### src/rtl/irq_pkg.sv
`timescale 1ns/1ps
package irq_pkg;
    localparam int NSRC  = 5;
    localparam int VEC_W = 8;
    localparam int IDX_W = $clog2(NSRC);

    typedef enum logic [1:0] {
        EDGE_OFF  = 2'b00,
        EDGE_RISE = 2'b01,
        EDGE_FALL = 2'b10,
        EDGE_ANY  = 2'b11
    } edge_mode_e;

    typedef struct packed {
        logic [NSRC-1:0]  flags;
        logic             gie;
        logic             call;
        logic [VEC_W-1:0] vec;
    } ctl_state_t;

    function automatic logic [VEC_W-1:0] vec_of(input logic [IDX_W-1:0] idx);
        logic [VEC_W-1:0] v;
        case (idx)
            3'd0:    v = 8'h04;
            3'd1:    v = 8'h08;
            3'd2:    v = 8'h0C;
            3'd3:    v = 8'h14;
            3'd4:    v = 8'h18;
            default: v = '0;
        endcase
        return v;
    endfunction
endpackage

### src/rtl/irq_edge_det.sv
`timescale 1ns/1ps
module irq_edge_det #(
    parameter int STAGES = 2
) (
    input  logic       clk,
    input  logic       rst_n,
    input  logic       pin,
    input  logic       pin_is_input,
    input  logic [1:0] mode,
    output logic       hit
);
    // sh_q[STAGES-1] is the synchronized level, sh_q[STAGES] its previous value
    logic [STAGES:0] sh_d, sh_q;
    logic            rise, fall;

    always_comb begin
        sh_d = {sh_q[STAGES-1:0], pin};
        rise = sh_q[STAGES-1] & ~sh_q[STAGES];
        fall = ~sh_q[STAGES-1] & sh_q[STAGES];
        hit  = pin_is_input & ((mode[0] & rise) | (mode[1] & fall));
    end

    always_ff @(posedge clk) begin
        if (!rst_n) sh_q <= '0;
        else        sh_q <= sh_d;
    end
endmodule

### src/rtl/irq_prio_pick.sv
`timescale 1ns/1ps
module irq_prio_pick #(
    parameter int N     = 5,
    parameter int IDX_W = $clog2(N)
) (
    input  logic [N-1:0]     req,
    output logic             valid,
    output logic [IDX_W-1:0] idx
);
    always_comb begin
        valid = 1'b0;
        idx   = '0;
        // scan from lowest priority upward so the lowest index wins
        for (int i = N - 1; i >= 0; i--) begin
            if (req[i]) begin
                valid = 1'b1;
                idx   = IDX_W'(i);
            end
        end
    end
endmodule

### src/rtl/irq_ctrl.sv
`timescale 1ns/1ps
module irq_ctrl
    import irq_pkg::*;
#(
    parameter int SYNC_STAGES = 2
) (
    input  logic             clk,
    input  logic             rst_n,
    input  logic             phase_stb,
    input  logic             stack_full,
    input  logic             ext_pin,
    input  logic             pin_is_input,
    input  logic [1:0]       edge_mode,
    input  logic [NSRC-2:0]  evt_in,
    input  logic [NSRC-1:0]  src_en,
    input  logic [NSRC-1:0]  flag_clr,
    input  logic             gie_set,
    input  logic             gie_clr,
    output logic             call_req,
    output logic [VEC_W-1:0] call_vec,
    output logic             gie,
    output logic [NSRC-1:0]  pend
);
    ctl_state_t       st_d, st_q;
    logic             ext_hit;
    logic [NSRC-1:0]  live_req;
    logic             pick_valid;
    logic [IDX_W-1:0] pick_idx;
    logic             accept;
    logic [NSRC-1:0]  clr_mask;

    irq_edge_det #(.STAGES(SYNC_STAGES)) u_edge (
        .clk          (clk),
        .rst_n        (rst_n),
        .pin          (ext_pin),
        .pin_is_input (pin_is_input),
        .mode         (edge_mode),
        .hit          (ext_hit)
    );

    assign live_req = st_q.flags & src_en;

    irq_prio_pick #(.N(NSRC), .IDX_W(IDX_W)) u_pick (
        .req   (live_req),
        .valid (pick_valid),
        .idx   (pick_idx)
    );

    always_comb begin
        st_d     = st_q;
        accept   = phase_stb & st_q.gie & ~stack_full & pick_valid;
        clr_mask = accept ? (NSRC'(1) << pick_idx) : '0;

        st_d.flags = (st_q.flags & ~flag_clr & ~clr_mask) | {evt_in, ext_hit};

        if (accept)       st_d.gie = 1'b0;
        else if (gie_set) st_d.gie = 1'b1;
        else if (gie_clr) st_d.gie = 1'b0;

        st_d.call = accept;
        st_d.vec  = accept ? vec_of(pick_idx) : '0;
    end

    always_ff @(posedge clk) begin
        if (!rst_n) st_q <= '0;
        else        st_q <= st_d;
    end

    assign call_req = st_q.call;
    assign call_vec = st_q.vec;
    assign gie      = st_q.gie;
    assign pend     = st_q.flags;
endmodule

### config.mk
export PLATFORM = sky130hd
export DESIGN_NAME = irq_ctrl
export DESIGN_NICKNAME = d
export VERILOG_FILES = /design/src/rtl/irq_pkg.sv /design/src/rtl/irq_edge_det.sv /design/src/rtl/irq_prio_pick.sv /design/src/rtl/irq_ctrl.sv
export SDC_FILE = /design/constraint.sdc
export NUM_CORES = 1
export LEC_CHECK = 0
export BUFFER_PORTS_ARGS = -buffer_cell sky130_fd_sc_hd__clkbuf_2
export CAP_MARGIN = 10
export CORE_UTILIZATION = 39
export DETAILED_ROUTE_END_ITERATION = 7
export GPL_ROUTABILITY_DRIVEN = 0
export PLACE_DENSITY = 0.8
export SLEW_MARGIN = 10
export SYNTH_ARGS = -nofsm -noshare
export SYNTH_HDL_FRONTEND = slang
export SYNTH_SLANG_ARGS = --single-unit
### constraint.sdc
create_clock -name clk -period 1.34 [get_ports clk]
set_clock_uncertainty 0.05 [all_clocks]
set_input_delay 0.268 -clock clk [delete_from_list [all_inputs] [get_ports clk]]
set_output_delay 0.268 -clock clk [all_outputs]
set_load 0.02 [all_outputs]
==> out/metrics.yaml <==
status: "finished, final reports clean"
drv_cap: 0
die_area_mm2: 0.001684
grt_max_degree: 14
synthMuxAreaShare_pct: 0
antenna_cells: 0
post_cts_resized: 0
finalCritPeriodShare_pct: 91.92
required_ns: 1.45
synthAdderAreaFrac_pct: 0
gr-total-overflow: 0
cp_top_family: "simple AND/OR/NAND/NOR gates"
hp-class: "input pin to flop"
cts_hold_buf: 0
crit_chain: "and3b_2, nand2_4, nor4b_1"
clockPowerShare_pct: 31.0
cts_inserted_buffers: 3
h-tree-depth: 1
synth-simple-area-share_pct: 21.05
wirelength_um: 1247
slew_viol_final: 0
drt_iter0_drc: 8
synth_cell_types: 27
cpMaxStageDelayCell: "nor4b_1"
portBuffers: 33
worstSetupStartpointType: "flop"
drc: 0
fillCellCount: 145
hpwl_um: 974.8
track_usage_pct: 17.57
fp-row-count: 13
grt_setup_unrepaired: "false"
final_cell_mix: "33 x clkbuf_2, 13 x dfxtp_1, 8 x nand2_1"
setup_viol: 0
synth_area_um2: 594.3
clk_latency_ns: 0.28
synth_compound_area_share_pct: 24.84
yosys_register_bits: 13
path_class: "flop to flop"
design.core.area_mm2: 0.001366
clk_pin_slew_worst_paths_ns: 0.08
yosysWarnings: 0
slowest_delay_ns: 0.36
arrival_ns: 1.34
p_seq_share_pct: 52.7
antenna_found_initial: 0
crit_path_end_kind: "flop"
grt_pass1_wl_um: 1883
via_per_inst: 4.965
critPathBufInv: 0
wl_per_cell_um: 10.84
hold_viol: 0
finalPower_mw: 0.7891
power_switching_mw: 0.2158
die_w_um: 41.04
irDropWorstVdd_uv: 545.2
final_area_um2: 767.0
switching_share_pct: 27.35
pin_count: 39
yosysSeqAreaShare_pct: 43.79
dr_total_vias: 571
cts_tree: "yes"
avgSynthCellArea_um2: 9.005
powerDensity_mw_per_mm2: 1029
first_pass_iters: 4
initial_core_util_pct: 43.50
leakage_nw: 0.3816
final_layout_size_suffix_gt1_share_pct: 38.00
p_int_mw: 0.5733
ant_nets: 0
syn2layout_area_growth_pct: 29.05
die_h_um: 41.04
synth_cells: 66
finalCriticalPeriod_ns: 1.232
synth_top_family_by_area: "compound AO/OA/AOI/OAI gates"
power_frac_comb_pct: 16.4
tns_ns: 0
fin_nets: 125
postCtsSetupBuffers: 0
clock_sinks: 13
fmax_mhz: 811.9
clk_path_buf_depth: 2
cts-root-buf: "clkbuf_4"
synth_xor_area_share_pct: 0
grt_pass1_vias: 481
crit_fanout: 7
final_common_cell: "clkbuf_2"
placed_cell_area_um2: 739.5
## sequential cells by signal (all words and copies together), names as in the netlist
register and count:
gie 1, call_vec 3, call_req 1, u_edge.sh_q 3, pend 5
## per-stage QoR
stage	hold WS, ns	cells	worst slack (ns)	utilization (%)
2_1_floorplan	0.3284	70	0.1651	-
6_report	0.1417	115	0.1083	56.14
3_5_place_dp	0.3735	111	0.03576	54.12
3_3_place_gp	0.3635	111	0.04829	54.12
4_1_cts	0.1397	115	0.06506	56.04
5_1_grt	0.1310	115	0.01853	56.14
## cell usage after synthesis
| library cell | instances | area [um2] |
|---|---|---|
| a21o_1 | 3 | 22.52 |
| a31o_1 | 1 | 8.760 |
| conb_1 | 1 | 3.750 |
| a41oi_1 | 1 | 8.760 |
| nor2b_1 | 3 | 18.77 |
| nand3_1 | 1 | 5.000 |
| a311oi_1 | 1 | 8.760 |
| dfxtp_1 | 13 | 260.3 |
| nand2_4 | 1 | 11.26 |
| buf_2 | 1 | 5.000 |
| and2_1 | 4 | 25.02 |
| nand2b_1 | 1 | 6.260 |
| a22oi_1 | 2 | 15.01 |
| nand3b_1 | 1 | 7.510 |
| nor2_1 | 1 | 3.750 |
| a31oi_1 | 3 | 18.77 |
| o21a_1 | 1 | 7.510 |
| and3b_1 | 1 | 8.760 |
| o21ai_0 | 4 | 20.02 |
| nand2_1 | 8 | 30.03 |
| a21oi_1 | 4 | 20.02 |
| buf_4 | 5 | 37.54 |
| a222oi_1 | 1 | 10.01 |
| inv_1 | 1 | 3.750 |
| nor4b_1 | 1 | 8.760 |
| buf_6 | 1 | 11.26 |
| a211oi_1 | 1 | 7.510 |
## power by group through the flow
stage                     Combinational [mW]  Sequential [mW]  Clock, mW
after global routing                   0.144            0.418      0.273
after floorplan                       0.0699            0.437          0
final                                  0.129            0.416      0.244
after CTS                              0.129            0.415      0.250
after global placement                 0.127            0.424          0
after detailed placement               0.129            0.424          0
## cells by family after synthesis
group,Yosys count
AO/OA/AOI/OAI,22
AND/OR/NAND/NOR,22
flip-flops,13
buffers and inverters,8
other,1
## layer usage
metal / track usage, % / vias to the layer above / share of wire (%)
met5: 0 / - / 0
met4: 10.00 / 0 / 1.1
met3: 3.804 / 2 / 7.9
met2: 30.86 / 29 / 46
met1: 19.08 / 246 / 45
li1: - / 294 / -
## layout make-up
cell class,count,area (um2),share of cell area (%)
multi-input cells,49,292.8,38.17
clock buffers,4,26.28,3.426
flip-flops and latches,13,260.3,33.93
well taps,15,18.77,2.447
inverters,1,3.754,0.4894
repair buffers,33,165.2,21.53
## worst register-to-register path, delay by kind of cell, from the launching register on
kind	cells	cell delay, ns
and+or+nand+nor	3	0.72
DFF	1	0.35
## final timing paths
kind | from | to | slack, ns | cells after the start
setup / recovery | gie | call_vec[4] | 0.11 | 3
hold / removal | evt_in[0] | pend[1] | 0.14 | 2
setup reg to reg | gie | call_vec[4] | 0.11 | 3
hold reg to reg | u_edge.sh_q[0] | u_edge.sh_q[1] | 0.39 | 1
(Power assumes the default switching activity.)
